`src/rtl/scl_gen_pkg.sv`:
```
// Shared types for the SCL period generator.
package scl_gen_pkg;
    typedef enum logic [1:0] {
        PH_IDLE = 2'd0,
        PH_LOW  = 2'd1,
        PH_HIGH = 2'd2
    } scl_phase_e;
endpackage

```
`src/rtl/scl_unit_timer.sv`:
```
// Prescaler: divides the system clock into units of 2*(1+P) cycles.
// Assumes tpr_cur is stable for the length of a unit. clr holds the count
// at zero so that the first unit after idle has full length.
module scl_unit_timer #(
    parameter int TPR_W = 7
) (
    input  logic             clk,
    input  logic             rst_n,
    input  logic             clr,
    input  logic [TPR_W-1:0] tpr_cur,
    output logic             unit_tick,
    output logic             unit_first
);
    localparam int CNT_W = TPR_W + 1;

    logic [CNT_W-1:0] cnt;
    logic [CNT_W-1:0] last;

    // Last count of a unit: 2*(1+P)-1 = 2P+1.
    always_comb begin
        last       = {tpr_cur, 1'b1};
        unit_tick  = (cnt == last);
        unit_first = (cnt == '0);
    end

    // Count system clocks within the current unit.
    always_ff @(posedge clk) begin
        if (!rst_n) begin
            cnt <= '0;
        end else if (clr || unit_tick) begin
            cnt <= '0;
        end else begin
            cnt <= cnt + 1'b1;
        end
    end
endmodule

```
`src/rtl/scl_phase_seq.sv`:
```
// Phase sequencer: walks idle -> low (LOW_UNITS) -> high (HIGH_UNITS).
// Captures the period setting only at the start of each SCL cycle. Honours
// halt only at the end of a high portion. A low enable idles at once.
module scl_phase_seq
    import scl_gen_pkg::*;
#(
    parameter int TPR_W      = 7,
    parameter int LOW_UNITS  = 6,
    parameter int HIGH_UNITS = 4
) (
    input  logic             clk,
    input  logic             rst_n,
    input  logic             en,
    input  logic             halt,
    input  logic [TPR_W-1:0] tpr_in,
    input  logic             unit_tick,
    input  logic             unit_first,
    output scl_phase_e       phase,
    output logic [TPR_W-1:0] tpr_cur,
    output logic             chg_stb,
    output logic             smp_stb
);
    localparam int MAX_UNITS = (LOW_UNITS > HIGH_UNITS) ? LOW_UNITS : HIGH_UNITS;
    localparam int UNIT_W    = $clog2(MAX_UNITS);
    localparam logic [UNIT_W-1:0] LOW_LAST  = UNIT_W'(LOW_UNITS - 1);
    localparam logic [UNIT_W-1:0] HIGH_LAST = UNIT_W'(HIGH_UNITS - 1);
    localparam logic [UNIT_W-1:0] LOW_MID   = UNIT_W'(LOW_UNITS / 2);
    localparam logic [UNIT_W-1:0] HIGH_MID  = UNIT_W'(HIGH_UNITS / 2);

    scl_phase_e        ph_n;
    logic [UNIT_W-1:0] unit, unit_n;
    logic              load;

    // Next phase, next unit index and the period-capture decision.
    always_comb begin
        ph_n   = phase;
        unit_n = unit;
        load   = 1'b0;
        unique case (phase)
            PH_IDLE: begin
                if (en && !halt) begin
                    ph_n   = PH_LOW;
                    unit_n = '0;
                    load   = 1'b1;
                end
            end
            PH_LOW: begin
                if (unit_tick) begin
                    if (unit == LOW_LAST) begin
                        ph_n   = PH_HIGH;
                        unit_n = '0;
                    end else begin
                        unit_n = unit + 1'b1;
                    end
                end
            end
            PH_HIGH: begin
                if (unit_tick) begin
                    if (unit == HIGH_LAST) begin
                        unit_n = '0;
                        if (halt) begin
                            ph_n = PH_IDLE;
                        end else begin
                            ph_n = PH_LOW;
                            load = 1'b1;
                        end
                    end else begin
                        unit_n = unit + 1'b1;
                    end
                end
            end
            default: begin
                ph_n   = PH_IDLE;
                unit_n = '0;
            end
        endcase
        if (!en) begin
            ph_n   = PH_IDLE;
            unit_n = '0;
            load   = 1'b0;
        end
    end

    // Phase, unit index and captured period registers.
    always_ff @(posedge clk) begin
        if (!rst_n) begin
            phase   <= PH_IDLE;
            unit    <= '0;
            tpr_cur <= '0;
        end else begin
            phase <= ph_n;
            unit  <= unit_n;
            if (load) begin
                tpr_cur <= tpr_in;
            end
        end
    end

    // Strobes: first clock of the middle unit of each portion.
    always_comb begin
        chg_stb = (phase == PH_LOW)  && (unit == LOW_MID)  && unit_first;
        smp_stb = (phase == PH_HIGH) && (unit == HIGH_MID) && unit_first;
    end
endmodule

```
`src/rtl/scl_period_gen.sv`:
```
// SCL period generator top: a unit prescaler plus a phase sequencer.
// SCL is low only in the low phase, so it rests high when idle or halted.
// Assumes en, halt and tpr are synchronous to clk.
module scl_period_gen
    import scl_gen_pkg::*;
#(
    parameter int TPR_W      = 7,
    parameter int LOW_UNITS  = 6,
    parameter int HIGH_UNITS = 4
) (
    input  logic             clk,
    input  logic             rst_n,
    input  logic             en,
    input  logic             halt,
    input  logic [TPR_W-1:0] tpr,
    output logic             scl,
    output logic             sda_change,
    output logic             sda_sample
);
    scl_phase_e       phase;
    logic [TPR_W-1:0] tpr_cur;
    logic             unit_tick;
    logic             unit_first;
    logic             chg_stb;
    logic             smp_stb;

    scl_unit_timer #(.TPR_W(TPR_W)) i_timer (
        .clk        (clk),
        .rst_n      (rst_n),
        .clr        (phase == PH_IDLE),
        .tpr_cur    (tpr_cur),
        .unit_tick  (unit_tick),
        .unit_first (unit_first)
    );

    scl_phase_seq #(
        .TPR_W      (TPR_W),
        .LOW_UNITS  (LOW_UNITS),
        .HIGH_UNITS (HIGH_UNITS)
    ) i_seq (
        .clk        (clk),
        .rst_n      (rst_n),
        .en         (en),
        .halt       (halt),
        .tpr_in     (tpr),
        .unit_tick  (unit_tick),
        .unit_first (unit_first),
        .phase      (phase),
        .tpr_cur    (tpr_cur),
        .chg_stb    (chg_stb),
        .smp_stb    (smp_stb)
    );

    // Output levels and strobes.
    always_comb begin
        scl        = (phase != PH_LOW);
        sda_change = chg_stb;
        sda_sample = smp_stb;
    end
endmodule

```
`config.mk`:
```
export PLATFORM = sky130hd
export DESIGN_NAME = scl_period_gen
export DESIGN_NICKNAME = d
export VERILOG_FILES = /design/src/rtl/scl_gen_pkg.sv /design/src/rtl/scl_unit_timer.sv /design/src/rtl/scl_phase_seq.sv /design/src/rtl/scl_period_gen.sv
export SDC_FILE = /design/constraint.sdc
export NUM_CORES = 1
export LEC_CHECK = 0
export BUFFER_PORTS_ARGS = -buffer_cell sky130_fd_sc_hd__buf_2
export CAP_MARGIN = 20
export CELL_PAD_IN_SITES_DETAIL_PLACEMENT = 0
export CELL_PAD_IN_SITES_GLOBAL_PLACEMENT = 1
export CORE_ASPECT_RATIO = 1.25
export CORE_UTILIZATION = 40
export DETAILED_ROUTE_END_ITERATION = 10
export PLACE_DENSITY = 0.79
export SLEW_MARGIN = 20
export SYNTH_ARGS = -nofsm -noshare
export SYNTH_HDL_FRONTEND = slang
export SYNTH_SLANG_ARGS = --single-unit
```
`constraint.sdc`:
```
create_clock -name clk -period 3.93 [get_ports clk]
set_input_delay 0.9825 -clock clk [delete_from_list [all_inputs] [get_ports clk]]
set_output_delay 0.9825 -clock clk [all_outputs]
set_load 0.02 [all_outputs]
```
; Word level (Yosys, flattened, before mapping)
; Index checks and enable logic that the tools add are counted.
[op_classes]
add_sub_neg = 2
n_eq_ne = 12
mux = 19
bitwise = 1
n_reduce_logical = 13
[op_table]
columns = operator, n
row1 = two-way mux 3 bit, 5
row2 = two-way mux 2 bit, 5
row3 = case mux 3 bit (3 select lines), 1
row4 = "adder 8 x 1 -> 8 bit, second input constant", 1
row5 = equality test 8 bit, 1
row6 = logical NOT 8 bit, 1
row7 = "!= test 2 x 1 -> 1 bit, second input constant", 4
row8 = "equality test 3 x 2 -> 1 bit, second input constant", 2
row9 = two-way mux 1 bit, 6
row10 = case mux 2 bit (3 select lines), 1
row11 = logical AND 1 bit, 5
row12 = AND reduction 5 bit, 1
row13 = "!= test 2 bit, second input constant", 2
row14 = "adder 3 x 1 -> 3 bit, second input constant", 1
row15 = "equality test 3 bit, second input constant", 1
row16 = AND reduction 3 bit, 1
row17 = "equality test 2 x 1 -> 1 bit, second input constant", 1
row18 = "equality test 2 bit, second input constant", 1
row19 = logical NOT 2 bit, 1
row20 = case mux 1 bit (2 select lines), 1
row21 = AND reduction 2 bit, 1
row22 = OR reduction 2 bit, 1
row23 = logical NOT 1 bit, 1
row24 = logical OR 1 bit, 1
row25 = NOT 1 bit, 1
[word_totals]
register_bits = 20
inputBits = 11
output_inout_bits = 3
elab_cells = 51

; Depth between registers and ports, before layout
[depth]
depth_word = 5
mapped_depth = 7
ltp_nobuf = 7

; By module
; A second synthesis with hierarchy kept.
[hier_totals]
cells_unflattened = 135
area_unflattened_um2 = 1193.6
[by_module_without_submodules]
columns = module, n_inst, cells_per_inst, area_each_um2
row1 = scl_phase_seq, 1, 82, 691.9
row2 = scl_unit_timer, 1, 51, 491.7
row3 = scl_period_gen, 1, 2, 10.0

; Worst setup path before layout
; OpenSTA, ideal clock, no wires.
[synth_path]
path_kind = reg2out
start = register i_timer.cnt[0]
end = output sda_sample
arrival_ps = 1328
required_ps = 2947
setup_slack_ps = 1620
stages_incl_launch_ff = 6
cell_sequence = dfxtp_1 > inv_1 > ha_1 > nor4b_1 > nand2_1 > nor3_1
[synth_via]
elab_chain_cells = 2
[synth_rtl]
columns = item, line
row1 = from (decl), scl_unit_timer.sv:16  ; logic [CNT_W-1:0] cnt;
row2 = from (signal assigned), scl_unit_timer.sv:33  ; cnt <= cnt + 1'b1;
row3 = logical NOT 8 bit, scl_unit_timer.sv:23  ; unit_first = (cnt == '0);
row4 = logical AND 1 bit, scl_phase_seq.sv:102  ; smp_stb = (phase == PH_HIGH) && (unit == HIGH_MID) && unit_first;
row5 = to (decl), scl_period_gen.sv:18  ; output logic sda_sample
; No other way between the ends.

; Final worst setup path
; Same ends and word-level chain as after synthesis.

==> flow_summary.json <==
{
  "run_status": "finished, final reports clean",
  "gp_congestion": 0.773,
  "syn_area_um2": 1200,
  "timing.critical_path.max_delay_family": "simple AND/OR/NAND/NOR gates",
  "startpoint": "i_timer.cnt[0]",
  "rows": 21,
  "hold_path.class": "flop to flop",
  "period_share_pct": 66.3,
  "timing.final.max_slew_violations": 0,
  "cts.reportedPaths.clkPinSlew_ps": 110,
  "cts_post_setup_buffers_inserted": 0,
  "yosys_register_bits": 20,
  "timing.max_cap.violations": 0,
  "number_of_buffers_between_clock_root_and_the_deepest_sink": 2,
  "layout.nets": 174,
  "pin_count_of_the_biggest_net_entering_global_routing": 17,
  "hold_path_startpoint": "i_seq.tpr_cur[4]",
  "cp_max_fo": 7,
  "drt_pass1_iterations": 3,
  "synth.yosys.seq_area_share_pct": 33.4,
  "path_cells": "inv_1 -> ha_1 -> nor4b_1 -> nand2_1 -> nor3_1 -> buf_2",
  "top_level_ports": 14,
  "synth_flop_cell": "dfxtp_1",
  "clock_sink_count": 20,
  "via_per_inst": 4.92,
  "netlist-cell-type-count": 26,
  "antenna_found_initial": 0,
  "max-slew-margin-rel_pct": 71.1,
  "irDropWorstVdd_mv": 0.226,
  "setup-violations-final": 0,
  "layout-area-overhead-vs-synth_pct": 10.3,
  "regArea_um2": 400,
  "crit_buf_inv": 2,
  "initial_utilization_pct": 43.4,
  "yosys_warnings": 0,
  "crit_path_top_delay_cell": "dfxtp_1",
  "buffer_ports.inserted": 13,
  "grt_pass1_vias": 961,
  "final.setup.worst_slack_ps": 1320,
  "detailed_place.area_um2": 1290,
  "timing.critical_path.slowest_cell_delay_ps": 390,
  "setup.worst_path.end_class": "output pin",
  "synth_edf_count": 0,
  "worst_ep_required_time_ps": 2950,
  "fmaxAchievable_ghz": 0.384,
  "die_h_um": 63.2,
  "cell_area_after_layout_um2": 1320,
  "drtIter0Drc": 9,
  "critical_path.startpoint_type": "flop",
  "multi_input_comb_area_um2": 737,
  "dp_hpwl_um": 1710,
  "cts_max_level": 1,
  "routed-via-count": 911,
  "route.antenna.remaining_nets": 0,
  "placeable_core_region_um2": 2760,
  "cp.arrival_ps": 1630,
  "cts_buffers": 3,
  "worstMarginPinSlew_ps": 433,
  "power.density_cell_area_nw_per_um2": 284,
  "worst_skew_pair.late_latency_ps": 300,
  "finalWorstPathRequiredPeriod_ps": 2610,
  "finalClockSkew_ps": 2.69,
  "cts_hold_buffers": 0,
  "cts_resized": 0,
  "leakage_uw": 0.000612,
  "drive_above_1_share_pct": 18.5,
  "synth_top_cell_by_area": "dfxtp_1",
  "fin_tns_setup_ps": 0,
  "gr-total-overflow": 0,
  "setup_repair_after_global_routing_missed_its_margin": "no",
  "holdWs_ps": 487,
  "postSynthAreaPerCell_um2": 8.75,
  "place_worst_setup_slack_ps": 1660,
  "synthTopCellsByCount": "nand2_1, dfxtp_1, mux2i_1, ha_1, inv_1",
  "diodes": 0,
  "synth.net_count": 159,
  "grt_util_all_layers_pct": 16.0,
  "synth-async-reset-ratio_pct": 0,
  "rr_startpoint": "i_seq.unit[0]",
  "synth_cells": 137,
  "num-fill-cells": 285,
  "grt_first_pass_wirelength_um": 3880,
  "finalHoldViolCount": 0,
  "ctsRootBufferMaster": "clkbuf_4",
  "cts_tree": "built",
  "die-area_um2": 3220,
  "totalWireLength_um": 2180,
  "remaining_drc_errors": 0,
  "route.detailed.wl_per_inst_um": 11.8,
  "die_x_um": 51.0,
  "top_count_cell_post_synth": "nand2_1",
  "synth_top_area_share_pct": 33.4,
  "worstSetupPathType": "flop to output pin",
  "leading_cell_types_by_total_area_after_synthesis": "dfxtp_1, ha_1, mux2i_1"
}
==> area by class of cell <==
| class | instances | area share [%] |
|---|---|---|
| clock buffers | 4 | 2.74 |
| multi-input cells | 103 | 55.7 |
| flip-flops and latches | 20 | 30.3 |
| well taps | 34 | 3.22 |
| inverters | 11 | 3.12 |
| repair buffers | 13 | 4.92 |
==> kinds of logic after synthesis <==
kind of cell / count (synthesis) / share of synthesized area (%)
AOI/OAI and AO/OA: 5 / 3.65
xor gates and xnor gates: 13 / 9.50
adders and majority gates: 11 / 11.5
buffers and inverters: 14 / 5.11
DFF: 20 / 33.4
muxes: 13 / 10.9
and+or+nand+nor: 61 / 26.0
==> where the power goes <==
group	switching [µW]	leakage (µW)	internal (µW)	total, µW
logic	24.7	0.000429	21.1	45.8
clock network	61.4	0.0000210	56.6	118
registers	4.45	0.000162	208	212
total	90.6	0.000612	285	376
==> worst reg2reg max path, cell delays in order, from the launching register on <==
cell     delay [ps]
dfxtp_1         350
ha_1            240
ha_1            220
and3_1          180
a22oi_4         290
mux2i_1         230
==> per-layer routing <==
metal / part of all wire [%] / global-route usage, % / up-vias
li1: - / - / 477
met1: 46 / 17.6 / 420
met2: 50 / 28.3 / 9
met3: 1.7 / 2.90 / 5
met4: 2.4 / 8.33 / 0
met5: 0 / 0 / -
==> path summary, 6_finish.rpt <==
kind	endpoint	slack, ps	cells after the start
min	i_seq.tpr_cur[4]	490	2
max reg2reg	i_seq.tpr_cur[2]	2350	5
min reg2reg	i_seq.tpr_cur[4]	490	2
max	sda_sample	1320	6
==> stage by stage <==
step                util (%)  instances  total power [µW]
detailed placement      46.6        181               263
finish                  47.9        185               376
global route            47.9        185               393
global placement        46.6        181               262
CTS                     47.9        185               381
floorplan                  -        137               251
==> placed cells by master (no fill, tap or decap) <==
cell | netlist | routed
a21oi_1 | 1 | 1
a22oi_4 | 1 | 1
and2_1 | 1 | 1
and3_1 | 3 | 3
buf_2 | 1 | 13
clkbuf_4 | 0 | 3
clkbuf_8 | 0 | 1
dfxtp_1 | 20 | 20
ha_1 | 11 | 11
inv_1 | 11 | 11
mux2i_1 | 13 | 13
nand2_1 | 28 | 28
nand2b_1 | 2 | 2
nand3_1 | 7 | 7
nand4_1 | 3 | 3
nand4_2 | 1 | 1
nor2_1 | 1 | 1
nor2_2 | 9 | 9
nor2b_1 | 1 | 1
nor3_1 | 2 | 2
nor4b_1 | 1 | 1
o21ai_0 | 1 | 1
o22ai_1 | 2 | 2
or3b_1 | 2 | 2
xnor2_1 | 8 | 8
xor2_1 | 5 | 5
==> registers in the layout, summed over array words and instances, names as in the netlist <==
| signal | cells |
|---|---|
| i_timer.cnt | 8 |
| i_seq.tpr_cur | 7 |
| i_seq.phase | 2 |
| i_seq.unit | 3 |
Power figures use the tool's default switching activity.
